===== src/rtl/cfgseq_pkg.sv =====
// Shared types and field codes for the configuration sequencer.
// Assumes a 16-bit serial word whose leading prefix and address fields
// are decoded by the converter; their values must not move.
package cfgseq_pkg;
    localparam int WORD_W = 16;
    localparam int ARG_W  = 10;
    localparam int CFG_W  = 7;

    typedef enum logic [1:0] {
        OP_CFG = 2'd0,
        OP_RST = 2'd1,
        OP_DAC = 2'd2,
        OP_BAD = 2'd3
    } op_e;

    typedef struct packed {
        op_e              op;
        logic [ARG_W-1:0] arg;
    } cmd_t;

    localparam logic [1:0] PFX_CFG = 2'b10;
    localparam logic [1:0] PFX_CMD = 2'b01;
    localparam logic [2:0] ADR_CFG = 3'b000;
    localparam logic [2:0] ADR_RST = 3'b111;
    localparam logic [2:0] ADR_DAC = 3'b001;
endpackage


===== src/rtl/cmd_fifo.sv =====
// Command queue: holds decoded commands until the sequencer is free.
// Assumes the writer never pushes when full and the reader never pops
// when empty.
module cmd_fifo
    import cfgseq_pkg::*;
#(
    parameter int DEPTH = 4
) (
    input  logic clk,
    input  logic rst_n,
    input  logic push,
    input  cmd_t din,
    input  logic pop,
    output cmd_t dout,
    output logic full,
    output logic empty
);
    localparam int PW = (DEPTH > 1) ? $clog2(DEPTH) : 1;
    localparam int CW = $clog2(DEPTH + 1);

    cmd_t          mem [DEPTH];
    logic [PW-1:0] wp, rp;
    logic [CW-1:0] cnt;

    // Storage write: the entry at the write pointer takes the new command.
    always_ff @(posedge clk) begin
        if (push) mem[wp] <= din;
    end

    // Pointer and occupancy bookkeeping with wrap at DEPTH.
    always_ff @(posedge clk) begin
        if (!rst_n) begin
            wp  <= '0;
            rp  <= '0;
            cnt <= '0;
        end else begin
            if (push) wp <= (wp == PW'(DEPTH - 1)) ? '0 : wp + 1'b1;
            if (pop)  rp <= (rp == PW'(DEPTH - 1)) ? '0 : rp + 1'b1;
            cnt <= cnt + CW'(push) - CW'(pop);
        end
    end

    assign dout  = mem[rp];
    assign full  = (cnt == CW'(DEPTH));
    assign empty = (cnt == '0);

    a_r7_no_overflow: assert property (@(posedge clk) disable iff (!rst_n)
        push |-> !full);
    a_r7_no_underflow: assert property (@(posedge clk) disable iff (!rst_n)
        pop |-> !empty);
    a_r9_no_bad_op: assert property (@(posedge clk) disable iff (!rst_n)
        push |-> (din.op != OP_BAD));
endmodule


===== src/rtl/sdi_word_enc.sv =====
// Combinational encoder from a command (and the DAC phase) to the serial word.
// Assumes the arg field holds config bits in [6:0] or a DAC code in [9:0].
module sdi_word_enc
    import cfgseq_pkg::*;
(
    input  op_e               op,
    input  logic [ARG_W-1:0]  arg,
    input  logic              second,
    output logic [WORD_W-1:0] word
);
    // Field packing; spare low bits are always zero.
    always_comb begin
        word = '0;
        case (op)
            OP_CFG: word = {PFX_CFG, ADR_CFG, arg[CFG_W-1:0], 4'b0000};
            OP_RST: word = {PFX_CMD, ADR_RST, 11'b0};
            OP_DAC: word = second ? {2'b00, arg, 4'b0000}
                                  : {PFX_CMD, ADR_DAC, 11'b0};
            default: word = '0;
        endcase
    end
endmodule


===== src/rtl/frame_shifter.sv =====
// Serialises one word per access: the strobe is low for WORD_W clocks and the
// data moves MSB first. Outputs come straight from registers, so they change
// just after a rising edge. Assumes start is only raised while idle.
module frame_shifter #(
    parameter int WORD_W = 16
) (
    input  logic              clk,
    input  logic              rst_n,
    input  logic              start,
    input  logic [WORD_W-1:0] word,
    output logic              rd_n,
    output logic              sdi,
    output logic              last
);
    localparam int BW = $clog2(WORD_W);

    logic              active;
    logic [BW-1:0]     bitn;
    logic [WORD_W-1:0] sh;

    // Load on start, then shift left once per clock until the last bit.
    always_ff @(posedge clk) begin
        if (!rst_n) begin
            active <= 1'b0;
            bitn   <= '0;
            sh     <= '0;
        end else if (start) begin
            active <= 1'b1;
            bitn   <= '0;
            sh     <= word;
        end else if (active) begin
            sh   <= {sh[WORD_W-2:0], 1'b0};
            bitn <= bitn + 1'b1;
            if (bitn == BW'(WORD_W - 1)) active <= 1'b0;
        end
    end

    assign rd_n = !active;
    assign sdi  = active & sh[WORD_W-1];
    assign last = active && (bitn == BW'(WORD_W - 1));

    a_r2_no_restart: assert property (@(posedge clk) disable iff (!rst_n)
        start |-> !active);
endmodule


===== src/rtl/adc_cfg_sequencer.sv =====
// Top: accepts host commands, queues them, and turns each into one access
// (or two for a DAC write) with a guard gap between accesses. Assumes
// the converter samples adc_sdi on falling clk edges.
module adc_cfg_sequencer
    import cfgseq_pkg::*;
#(
    parameter int DEPTH   = 4,
    parameter int GAP_CYC = 2
) (
    input  logic             clk,
    input  logic             rst_n,
    input  logic             cmd_valid,
    input  logic [1:0]       cmd_op,
    input  logic [ARG_W-1:0] cmd_arg,
    output logic             cmd_ready,
    output logic             busy,
    output logic             done,
    output logic             adc_rd_n,
    output logic             adc_sdi
);
    localparam int GCW = (GAP_CYC > 1) ? $clog2(GAP_CYC) : 1;

    typedef enum logic [1:0] {ST_IDLE, ST_FRAME, ST_GAP} st_e;

    st_e               st;
    cmd_t              cur, head, din;
    logic              second, dac_lock, done_q;
    logic [GCW-1:0]    gcnt;
    logic              fifo_push, fifo_pop, fifo_full, fifo_empty;
    logic              gap_end, need_second, frm_start, frm_last;
    op_e               enc_op;
    logic [ARG_W-1:0]  enc_arg;
    logic [WORD_W-1:0] enc_word;

    assign din         = '{op: op_e'(cmd_op), arg: cmd_arg};
    assign cmd_ready   = !fifo_full && !dac_lock;
    assign fifo_push   = cmd_valid && cmd_ready && (cmd_op != 2'(OP_BAD));
    assign fifo_pop    = (st == ST_IDLE) && !fifo_empty;
    assign gap_end     = (st == ST_GAP) && (gcnt == GCW'(GAP_CYC - 1));
    assign need_second = (cur.op == OP_DAC) && !second;
    assign frm_start   = fifo_pop || (gap_end && need_second);
    assign enc_op      = fifo_pop ? head.op  : cur.op;
    assign enc_arg     = fifo_pop ? head.arg : cur.arg;
    assign busy        = (st != ST_IDLE) || !fifo_empty;
    assign done        = done_q;

    cmd_fifo #(.DEPTH(DEPTH)) u_fifo (
        .clk(clk), .rst_n(rst_n), .push(fifo_push), .din(din),
        .pop(fifo_pop), .dout(head), .full(fifo_full), .empty(fifo_empty)
    );

    sdi_word_enc u_enc (
        .op(enc_op), .arg(enc_arg), .second(!fifo_pop), .word(enc_word)
    );

    frame_shifter #(.WORD_W(WORD_W)) u_shift (
        .clk(clk), .rst_n(rst_n), .start(frm_start), .word(enc_word),
        .rd_n(adc_rd_n), .sdi(adc_sdi), .last(frm_last)
    );

    // Command sequencing: idle -> access -> guard gap -> next access or idle.
    always_ff @(posedge clk) begin
        if (!rst_n) begin
            st     <= ST_IDLE;
            cur    <= '{op: OP_CFG, arg: '0};
            second <= 1'b0;
            gcnt   <= '0;
        end else begin
            case (st)
                ST_IDLE: if (fifo_pop) begin
                    cur    <= head;
                    second <= 1'b0;
                    st     <= ST_FRAME;
                end
                ST_FRAME: if (frm_last) begin
                    gcnt <= '0;
                    st   <= ST_GAP;
                end
                ST_GAP: begin
                    gcnt <= gcnt + 1'b1;
                    if (gap_end) begin
                        if (need_second) begin
                            second <= 1'b1;
                            st     <= ST_FRAME;
                        end else begin
                            st <= ST_IDLE;
                        end
                    end
                end
                default: st <= ST_IDLE;
            endcase
        end
    end

    // Completion pulse and DAC-pair lock on command intake.
    always_ff @(posedge clk) begin
        if (!rst_n) begin
            done_q   <= 1'b0;
            dac_lock <= 1'b0;
        end else begin
            done_q <= gap_end && !need_second;
            if (fifo_push && (cmd_op == 2'(OP_DAC)))
                dac_lock <= 1'b1;
            else if (gap_end && (cur.op == OP_DAC) && second)
                dac_lock <= 1'b0;
        end
    end

    a_r10_done_single: assert property (@(posedge clk) disable iff (!rst_n)
        done |=> !done);
    a_r8_dac_blocks: assert property (@(posedge clk) disable iff (!rst_n)
        ((st != ST_IDLE) && (cur.op == OP_DAC)) |-> !cmd_ready);
    a_r10_busy_running: assert property (@(posedge clk) disable iff (!rst_n)
        !adc_rd_n |-> busy);

    generate
        if (GAP_CYC >= 2) begin : g_gap_chk
            a_r6_min_gap: assert property (@(posedge clk) disable iff (!rst_n)
                $rose(adc_rd_n) |=> adc_rd_n);
        end
    endgenerate
endmodule


===== config.mk =====
export PLATFORM = sky130hd
export DESIGN_NAME = adc_cfg_sequencer
export DESIGN_NICKNAME = d
export VERILOG_FILES = /design/src/rtl/cfgseq_pkg.sv /design/src/rtl/cmd_fifo.sv /design/src/rtl/sdi_word_enc.sv /design/src/rtl/frame_shifter.sv /design/src/rtl/adc_cfg_sequencer.sv
export SDC_FILE = /design/constraint.sdc
export NUM_CORES = 1
export LEC_CHECK = 0
export CELL_PAD_IN_SITES_DETAIL_PLACEMENT = 1
export CELL_PAD_IN_SITES_GLOBAL_PLACEMENT = 1
export CORE_MARGIN = 2
export CORE_UTILIZATION = 45
export DETAILED_ROUTE_END_ITERATION = 6
export MAX_ROUTING_LAYER = met4
export PLACE_DENSITY = 0.82
export SLEW_MARGIN = 20
export SYNTH_ARGS = -nofsm -noshare
export SYNTH_HDL_FRONTEND = slang
export SYNTH_SLANG_ARGS = --single-unit

===== constraint.sdc =====
create_clock -name clk -period 2.9 [get_ports clk]
set_input_delay 0.725 -clock clk [delete_from_list [all_inputs] [get_ports clk]]
set_output_delay 0.725 -clock clk [all_outputs]
set_load 0.02 [all_outputs]

; After elaboration in Yosys (flattened, before gate mapping)
; Memory sizes are Yosys's and may differ from the RTL's. A register that Yosys moved wholly into a read port is not among the register bits.
; Cells that the tools add are included.
[totals]
input_bits = 15
word_cells = 98
output_inout_bits = 5
ramBits = 48
reg_bits = 46
mem_count = 1
[memory_table]
columns = memory, words, word_bits, read_ports, rd_clocked_by_memory_dff, write_ports, line_no
row1 = u_fifo.mem, 4, 12, 1, 1, 1, cmd_fifo.sv:21  ; cmd_t mem [DEPTH];
[classes]
eq_ne = 15
addsub = 6
n_mux = 28
reduce_logical = 33
bitwise = 2
[op_table]
columns = operator, count
row1 = 16-bit case mux with 3 select lines, 1
row2 = 16-bit 2-to-1 mux, 2
row3 = 2-bit 2-to-1 mux, 8
row4 = 15-bit 2-to-1 mux, 1
row5 = "2-bit == test, second input constant", 6
row6 = 1-bit logical AND, 12
row7 = 1-bit 2-to-1 mux, 12
row8 = 10-bit 2-to-1 mux, 1
row9 = "2-bit inequality test, second input constant", 5
row10 = 2-bit nonzero test, 5
row11 = 1-bit zero test, 6
row12 = 2-bit case mux with 3 select lines, 1
row13 = "2-bit by 1-bit adder with 2-bit output, second input constant", 2
row14 = "4-bit by 1-bit adder with 4-bit output, second input constant", 1
row15 = "2-bit by 1-bit == test with 1-bit output, second input constant", 2
row16 = "4-bit == test, second input constant", 1
row17 = 2-bit zero test, 2
row18 = 1-bit case mux with 2 select lines, 2
row19 = 2-bit AND reduction, 2
row20 = 4-bit AND reduction, 1
row21 = 3-bit by 1-bit adder with 3-bit output, 1
row22 = "3-bit == test, second input constant", 1
row23 = 3-bit zero test, 1
row24 = 3-bit AND reduction, 1
row25 = 6 further kinds, 7

; Longest topological paths before layout
; Gate-level depths: netlist of run 1.
[depth]
ltp_word = 7
depth_mapped = 12
ltp_nobuf = 10

; Cells and area by module
; From an unflattened synthesis of run 1, not the netlist that was laid out.
[hier_totals]
hier_cells = 302
area_unflattened_um2 = 4227.8
[by_module_without_submodules]
columns = mod, seq_area_each_um2, cells_per_inst, instances, area_per_inst_um2
row1 = cmd_fifo, 1621.6, 106, 1, 2193.4
row2 = frame_shifter, 420.4, 96, 1, 996.0
row3 = adc_cfg_sequencer, 360.3, 75, 1, 827.0
row4 = sdi_word_enc, 0.0, 25, 1, 211.5

; Worst setup path after synthesis of run 1
; OpenSTA, ideal clock, no wires.
[synth_timing]
kind = input to register
from = input cmd_valid
to = register u_fifo.cnt[2]
slack_ns = 0.747
setup_time_ns = 0.128
path_buffers = 0
required_time_ns = 2.772
path_stages = 8
arrival_ns = 2.025
cell_sequence = nand2b_1 a221oi_4 ha_1 inv_1 fa_1 xor2_1 xnor2_1 nor2_1
[synth_between]
elab_chain_cells = 4
[synth_rtl]
columns = element, line_no
row1 = start: declaration, adc_cfg_sequencer.sv:12  ; input logic cmd_valid,
row2 = 1-bit logical AND (2 in series), adc_cfg_sequencer.sv:37  ; assign fifo_push = cmd_valid && cmd_ready && (cmd_op != 2'(OP_BAD));
row3 = via fifo_push, adc_cfg_sequencer.sv:29  ; logic fifo_push, fifo_pop, fifo_full, fifo_empty;
row4 = 3-bit by 1-bit adder with 3-bit output, cmd_fifo.sv:39  ; cnt <= cnt + CW'(push) - CW'(pop);
row5 = 3-bit by 1-bit subtractor with 3-bit output, cmd_fifo.sv:39
row6 = end signal: assignment, cmd_fifo.sv:39
row7 = end: declaration, cmd_fifo.sv:23  ; logic [CW-1:0] cnt;
; The timed path passes the listed nets, and every way through them passes these cells.
; A chain may end at the register's enable or synchronous reset.

; Worst setup path in the final report of run 1
[layout_timing]
from = register u_fifo.cnt[2]
to = output busy
[layout_between]
elab_chain_cells = 3
[layout_rtl]
columns = element, line_no
row1 = 3-bit zero test, cmd_fifo.sv:45  ; assign empty = (cnt == '0);
row2 = 1-bit zero test, adc_cfg_sequencer.sv:44  ; assign busy = (st != ST_IDLE) || !fifo_empty;
row3 = 1-bit logical OR, adc_cfg_sequencer.sv:44
row4 = end: declaration, adc_cfg_sequencer.sv:16  ; output logic busy,
; No other way between the ends.

==> results of run 1 <==
-- sequential cells by signal (all words and copies together), names as in the netlist, named ones only --
name / count
done: 1
u_shift.sh: 12
dac_lock: 1
cur: 12
gcnt: 1
u_fifo.wp: 2
st: 2
u_fifo.mem: 48
u_fifo.cnt: 3
second: 1
u_shift.bitn: 4
u_fifo.rp: 2
u_shift.active: 1
-- layout by cell type (no fill, tap or decap), drive strengths merged, types with 5 or more instances in the layout --
cell           count
clkbuf            11
edfxtp            48
dfxtp             44
buf               11
inv               10
nand2             31
clkdlybuf4s50     19
nor3               6
nor2              20
mux2i             12
a22oi              6
mux4              12
a21oi             23
and2               6
o22ai              5
ha                 7
-- worst reg2reg max path, delay by kind of cell (launching register included) --
| kind | cells | cell delay (ps) |
|---|---|---|
| compound gates | 1 | 120 |
| xor+xnor | 2 | 300 |
| fa+ha+maj | 2 | 500 |
| buf+inv | 1 | 50 |
| flops | 1 | 550 |
| simple gates | 4 | 510 |
-- logic make-up (layout without fill, tap and decap cells) --
family          count (synthesis)  in the layout
xor+xnor                        6              6
flops                          92             92
simple gates                   84             84
mux                            26             26
fa+ha+maj                       8              8
compound gates                 50             50
buf+inv                        23             55
-- worst paths after layout --
| kind | start | to | slack, ps | cells past startpoint |
|---|---|---|---|---|
| worst min-delay path | cur[7] | cur[7] | 460 | 2 |
| worst max-delay path | u_fifo.cnt[2] | busy | 240 | 3 |
| worst max register to register | u_fifo.cnt[2] | u_fifo.cnt[2] | 770 | 10 |
| worst min register to register | cur[7] | cur[7] | 460 | 2 |
-- metal layers --
layer  vias to the layer above  wire, um  GRT usage (%)
met5                         -         0              -
met4                         0        61           5.00
met3                         6       167           2.98
met2                        25      3830           30.9
met1                      1175      3270           21.5
li1                       1118         -              -
-- power groups by stage --
stage                     clock network (mW)  registers, mW  logic (mW)
final                                  0.932           1.78        1.39
after global routing                    1.00           1.82        1.54
after CTS                              0.954           1.78        1.42
after detailed placement                   0           1.81        1.40
after global placement                     0           1.80        1.36
after floorplan                            0           1.73        1.12
-- stage by stage --
step | std cells | worst slack, ps | util [%] | hold slack (ps)
final | 426 | 236 | 52.9 | 458
after global routing | 426 | 118 | 52.9 | 477
after detailed placement | 410 | 202 | 50.3 | 447
after CTS | 426 | 213 | 52.9 | 460
after global placement | 410 | 233 | 50.3 | 438
after floorplan | 289 | 747 | - | 432
-- cell type report --
cell class	instances	area, sq um
Multi-Input combinational cell	174	1370
Tap cell	105	131
Sequential cell	92	2320
Inverter	9	33.8
Clock inverter	5	85.1
Fill cell	813	3870
Clock buffer	11	131
Timing Repair Buffer	30	273
==> results by group, run 1 <==
CTS
  • Clock tree from TritonCTS: built
  • Number of buffers inserted to repair setup after CTS: 0
  • Num Clock Sinks: slightly above 90
  • Num CTS Buffers: 9
  • Post-cts sizing count: 0
  • Library cell used as clock root buffer: clkbuf_8
  • Hold-fix buffers at CTS: 0
  • H-tree depth: 3
  • Maximum clock path buffer count: 2
  • CTS clock-pin slew for the worst setup and hold paths: 90 ps
  • Clock insertion delay at the later pin of the skew report: 340 ps

Floorplanning
  • Die height: 95.9 um
  • Core Box Area: just over 8000 sq um
  • Number of rows in the core area: 33
  • Starting density of the core: 46.3%
  • I/O pin total: 20
  • Area enclosed by the die boundary: 9200 sq um
  • Horizontal die dimension: 95.9 um

Yosys
  • Yosys warning count: 0
  • Area of the mapped netlist: 3800 sq um
  • Number of instances in the synthesized netlist: 289
  • Largest cells by area after synthesis: edfxtp_1 38%, dfxtp_1 23%, mux4_2 7.1%
  • Mean cell area of the mapped netlist: 13.2 sq um
  • Number of nets produced by synthesis: 312
  • Count of flip-flops with a built-in enable after synthesis: 48
  • Dominant register cell in the synthesized netlist: edfxtp_1
  • Top cell types by occurrence after synthesis: 48 x edfxtp_1, 44 x dfxtp_1, 30 x nand2_1
  • Distinct cell type count of the synthesized netlist: 50
  • Xor/xnor share of the synthesized area: 1.38%
  • Register area share after synthesis: 61.1%
  • FFs w/ async S/R, synth: 0%
  • Basic-gate share of the synthesized area counting and, or, nand and nor cells: 11.9%
  • Share of the synthesized area in the top cell type: 37.9%
  • Area fraction in compound gates after synthesis: 9.05%
  • Post-synthesis adder-cell area fraction: 2.83%
  • Largest family of logic cells by synthesized area: simple AND/OR/NAND/NOR gates
  • Leading area contributor after synthesis: edfxtp_1
  • Total of flip-flops plus latches after synthesis: 92
  • Mux contribution to synthesized area: approximately 11%
  • Most common cell in the synthesized netlist: edfxtp_1

Worst hold path
  • Type of the most critical hold path: reg2reg

Power
  • Pleak: 1.47 nW
  • Switching component of the power: 1.41 mW
  • Share of total power in combinational logic: 33.9%
  • Overall power consumption: 4.11 mW
  • Clock group share of total power: 22.7%
  • Largest vdd supply drop: about 0.39 mV
  • Total power per unit cell area: 945 nW/um^2
  • Internal Power: 2.70 mW
  • Part of the power in registers: 43.4%
  • Fraction of power spent switching nets: 34.2%

Global routing
  • Wire length of the first global-routing pass: between 10000 and 15000 um
  • Initial antenna violation count: 0
  • Overflow left after global routing: 0
  • Maximum number of pins on one net before global-route repair: 25
  • Via count of the first global-routing pass: approximately 2400
  • All-Layer GR Usage: 17.8%

Cells and area
  • Syn-to-layout area delta: 14.4%
  • Share of final-layout standard cells stronger than drive strength 1: between 15 and 20%
  • Diodes inserted: 0
  • Total non-filler cell area in the finished layout: 4350 sq um
  • NumNets Final: 339

Drt
  • Routed wire length: 7330 um
  • Vias: 2324
  • Remaining routing DRC violations: 0
  • Drt initial violations: 84
  • Number of nets with antenna violations after routing: 0
  • Avg Vias per Cell: 5.46
  • Final routed wire length divided by cell count: roughly 17 um
  • DRT Pass-1 Iters: 4

STA
  • Post-route setup TNS: 0 ps
  • Final setup vio count: 0
  • Post-route clock skew: 6.00 ps
  • Max-slew violation total from the final report: 0
  • Setup repair after global routing missed its margin: false
  • Final hold violations: 0
  • Remaining max-slew budget at the tightest pin: about three fifths
  • Achievable Freq: 375 MHz
  • Final critical-path share of the clock period: 91.9%
  • Slew at the pin closest to its max-slew limit: about 600 ps
  • Minimum clock period: 2660 ps

Place
  • HPWL after detailed placement: between 4000 and 5000 um
  • I/O Buffers: 19
  • Placed inst area: roughly 4100 sq um
  • Final Wtd Congestion: 0.812

Critical path
  • Crit path arrival time: 1940 ps
  • Element type at the critical path end: output port
  • Critical Path, Cell by Cell: nor3_4 > nand2_1 > clkdlybuf4s50_1
  • Biggest fanout along the worst timing path: 6
  • Dominant delay contributor by cell family on the critical path: simple AND/OR/NAND/NOR gates
  • Delay of the slowest cell on the worst path: 560 ps
  • Crit-path slowest cell: clkdlybuf4s50_1
  • Crit path buffers/inverters: 1
  • Req. time, crit path: 2170 ps
  • Element type at the critical path start: flip-flop
  • Path type of the worst setup path: reg2out

Outcome
  • Status: finished clean

Job
  • Number of max-cap violations: 0
No activity file was read; power rests on OpenSTA's default activity.
==> run 2: changes to the inputs <==
--- a/config.mk
+++ b/config.mk
@@ -8,11 +8,11 @@
 export CELL_PAD_IN_SITES_DETAIL_PLACEMENT = 1
 export CELL_PAD_IN_SITES_GLOBAL_PLACEMENT = 1
 export CORE_MARGIN = 2
-export CORE_UTILIZATION = 45
+export CORE_UTILIZATION = 29
 export DETAILED_ROUTE_END_ITERATION = 6
 export MAX_ROUTING_LAYER = met4
-export PLACE_DENSITY = 0.82
-export SLEW_MARGIN = 20
+export PLACE_DENSITY = 0.6
+export SLEW_MARGIN = 15
 export SYNTH_ARGS = -nofsm -noshare
 export SYNTH_HDL_FRONTEND = slang
 export SYNTH_SLANG_ARGS = --single-unit
==> run 2 against run 1 <==
Against the previous run:
- clock skew about the same
- register-to-register slack worse by 20 ps
- via count fell by 2.9%
- sequential share of layout area fell by 1.9 points
- clock power increased by 22%
- sequential power hardly changed
- design area increased by 3.7%
- combinational power about the same
- first-iteration DRC count shrank 23%
- clock-buffer cell count down 2
- critical endpoint unchanged
- largest cell class unchanged
- highest routed layer unchanged
==> results by group, run 2 (synthesis results as in run 1) <==
Outcome
  • Status: finished clean

STA
  • Remaining max-slew budget at the tightest pin: 62.3% (+2.3 points)
  • Minimum clock period: 2630 ps (-32.3 ps)
  • Achievable Freq: 380 MHz (+1.2%)
  • Max-slew violation total from the final report: 0 (unchanged)
  • Post-route clock skew: 5.97 ps (-0.0319 ps)
  • Final critical-path share of the clock period: 90.7% (-1.1 points)
  • Final setup vio count: 0 (unchanged)
  • Setup repair after global routing missed its margin: false
  • Crit path setup slack, layout: 269 ps (+32.3 ps)
  • Final hold violations: 0 (unchanged)
  • Slew at the pin closest to its max-slew limit: 565 ps (-34.3 ps)
  • Post-route setup TNS: 0 ps (unchanged)

Worst hold path
  • Start point of the worst min-delay path: cur[2]
  • Type of the most critical hold path: reg2reg
  • Cells on Worst Hold Path: 2 (unchanged)
  • Destination of the worst hold path: cur[2]

CTS
  • Maximum clock path buffer count: 2 (unchanged)
  • H-tree depth: 3 (unchanged)
  • CTS clock-pin slew for the worst setup and hold paths: 70 ps (-20 ps)
  • Num CTS Buffers: 9 (unchanged)
  • Library cell used as clock root buffer: clkbuf_16
  • Clock insertion delay at the later pin of the skew report: 340 ps (about the same)
  • Number of buffers inserted to repair setup after CTS: 0 (unchanged)
  • Num Clock Sinks: 92 (unchanged)
  • Post-cts sizing count: 0 (unchanged)
  • Clock tree from TritonCTS: built
  • Hold-fix buffers at CTS: 0 (unchanged)

Drt
  • Avg Vias per Cell: 4.58 (-16%)
  • DRT Pass-1 Iters: 4 (unchanged)
  • Final routed wire length divided by cell count: 15.4 um (-11%)
  • Vias: 2256 (-2.9%)
  • Remaining routing DRC violations: 0 (unchanged)
  • Drt initial violations: 65 (-23%)
  • Number of nets with antenna violations after routing: 0 (unchanged)
  • Routed wire length: 7570 um (+3.4%)

Cells and area
  • Largest register FFs: 48 (unchanged)
  • Total non-filler cell area in the finished layout: 4510 sq um (+3.7%)
  • NumNets Final: 339 (unchanged)
  • Most used cells in the layout excluding fill and tap cells: 48 x edfxtp_1, 44 x dfxtp_1, 30 x nand2_1, 23 x a21oi_1, 19 x clkdlybuf4s50_1
  • Most common cell after layout, fill and taps aside: edfxtp_1
  • Diodes inserted: 0 (unchanged)
  • Share of final-layout standard cells stronger than drive strength 1: 16.2% (+0.62 points)
  • Syn-to-layout area delta: 18.5%
  • Top Registers: u_fifo.mem (48), cur (12), u_shift.sh (12)
  • Largest reg by FF count: u_fifo.mem

Power
  • Pleak: 1.51 nW (+2.7%)
  • Total power per unit cell area: 963 nW/um^2 (+1.9%)
  • Largest vdd supply drop: 0.315 mV (-19%)
  • Overall power consumption: 4.34 mW (+5.6%)

Critical path
  • Worst flop-to-flop path endpoint: u_fifo.cnt[2]
  • Biggest fanout along the worst timing path: 6 (unchanged)
  • Crit Reg-Reg Startpoint: u_fifo.cnt[2]
  • Element type at the critical path end: output port
  • Worst reg-to-reg setup slack: 750 ps (-20 ps)
  • Element type at the critical path start: flip-flop
  • R2R depth: 10 (unchanged)
  • Path type of the worst setup path: reg2out
  • Delay of the slowest cell on the worst path: 570 ps (about the same)
  • Critical Path, Cell by Cell: nor3_4 > nand2_1 > clkdlybuf4s50_1
  • Crit-path slowest cell: clkdlybuf4s50_1
  • Crit path arrival time: 1910 ps (-30 ps)
  • Req. time, crit path: 2170 ps (about the same)

Global routing
  • GR Layer Usage met1: 14.7% (-6.8 points)
  • Via count of the first global-routing pass: 2387 (-0.084%)
  • All-Layer GR Usage: 11.7% (-6.1 points)
  • Busiest metal layer after global routing: met2
  • Wire length of the first global-routing pass: 12400 um (+4.9%)
  • Maximum number of pins on one net before global-route repair: 25 (unchanged)
  • Met3 Use GR: 2.80% (-0.18 points)
  • Met2 global-route usage: 18.5% (-12 points)
  • Initial antenna violation count: 0 (unchanged)
  • Overflow left after global routing: 0 (unchanged)

Floorplanning
  • Starting density of the core: 29.9% (-16 points)
  • Die height: 118 um (+24%)
  • I/O pin total: 20 (unchanged)
  • Area enclosed by the die boundary: 14000 sq um (+53%)
  • Core Box Area: 12700 sq um (+55%)
  • Number of rows in the core area: 41 (+24%)
  • Horizontal die dimension: 118 um (+24%)

Job
  • Number of max-cap violations: 0 (unchanged)

Place
  • HPWL after detailed placement: 5280 um (+7.2%)
  • Final Wtd Congestion: 0.759 (-6.6%)
  • I/O Buffers: 19 (unchanged)
  • Post-Place Setup Slack: 183 ps (-18.8 ps)
  • Placed inst area: 4210 sq um (+2.0%)
-- run 2: per-stage QoR --
stage                     hold slack [ps]  std cells  utilization (%)
after global placement                439        477             33.1
after global routing                  480        493             35.4
after floorplan                       432        289                -
after CTS                             457        493             35.4
after detailed placement              448        477             33.1
final                                 456        493             35.4
-- run 2: worst max path at each step --
stage,startpoint,slack (ps),endpoint
2_1_floorplan,cmd_valid,750,u_fifo.cnt[2]
3_3_place_gp,cmd_op[0],250,u_fifo.cnt[2]
3_5_place_dp,cmd_op[0],180,u_fifo.cnt[2]
4_1_cts,u_fifo.cnt[2],210,busy
5_1_grt,u_fifo.cnt[2],170,busy
6_report,u_fifo.cnt[2],270,busy
-- run 2: final cells by class --
class / instances / area (sq um)
Fill cell: 1401 / 8220
Sequential cell: 92 / 2320
Timing Repair Buffer: 30 / 273
Clock inverter: 7 / 66.3
Inverter: 9 / 33.8
Multi-Input combinational cell: 174 / 1370
Tap cell: 172 / 215
Clock buffer: 9 / 225
-- run 2: metal layers --
| metal | up-vias | part of all wire, % |
|---|---|---|
| met2 | 28 | 49 |
| met3 | 6 | 2.8 |
| li1 | 1116 | - |
| met1 | 1106 | 47 |
| met5 | - | 0 |
| met4 | 0 | 1.2 |
-- run 2: where the power goes --
part | switching [mW] | internal (mW) | total, mW
sequential | 0.182 | 1.60 | 1.78
clock | 0.538 | 0.606 | 1.14
combinational | 0.791 | 0.619 | 1.41
total | 1.51 | 2.83 | 4.34
-- run 2: worst max-delay path: cells and delay by family (launching register included) --
kind / cells / cell delay (ps)
AND/OR/NAND/NOR: 2 / 580
buffers and inverters: 1 / 570
flip-flops: 1 / 410
==> run 3: changes to the inputs <==
--- a/config.mk
+++ b/config.mk
@@ -9,6 +9,7 @@
 export CELL_PAD_IN_SITES_GLOBAL_PLACEMENT = 1
 export CORE_MARGIN = 2
 export CORE_UTILIZATION = 29
+export CTS_CLUSTER_SIZE = 16
 export DETAILED_ROUTE_END_ITERATION = 6
 export MAX_ROUTING_LAYER = met4
 export PLACE_DENSITY = 0.6
==> results of run 3 <==
The final DEF is identical to that of run 2; final timing and power are the same.
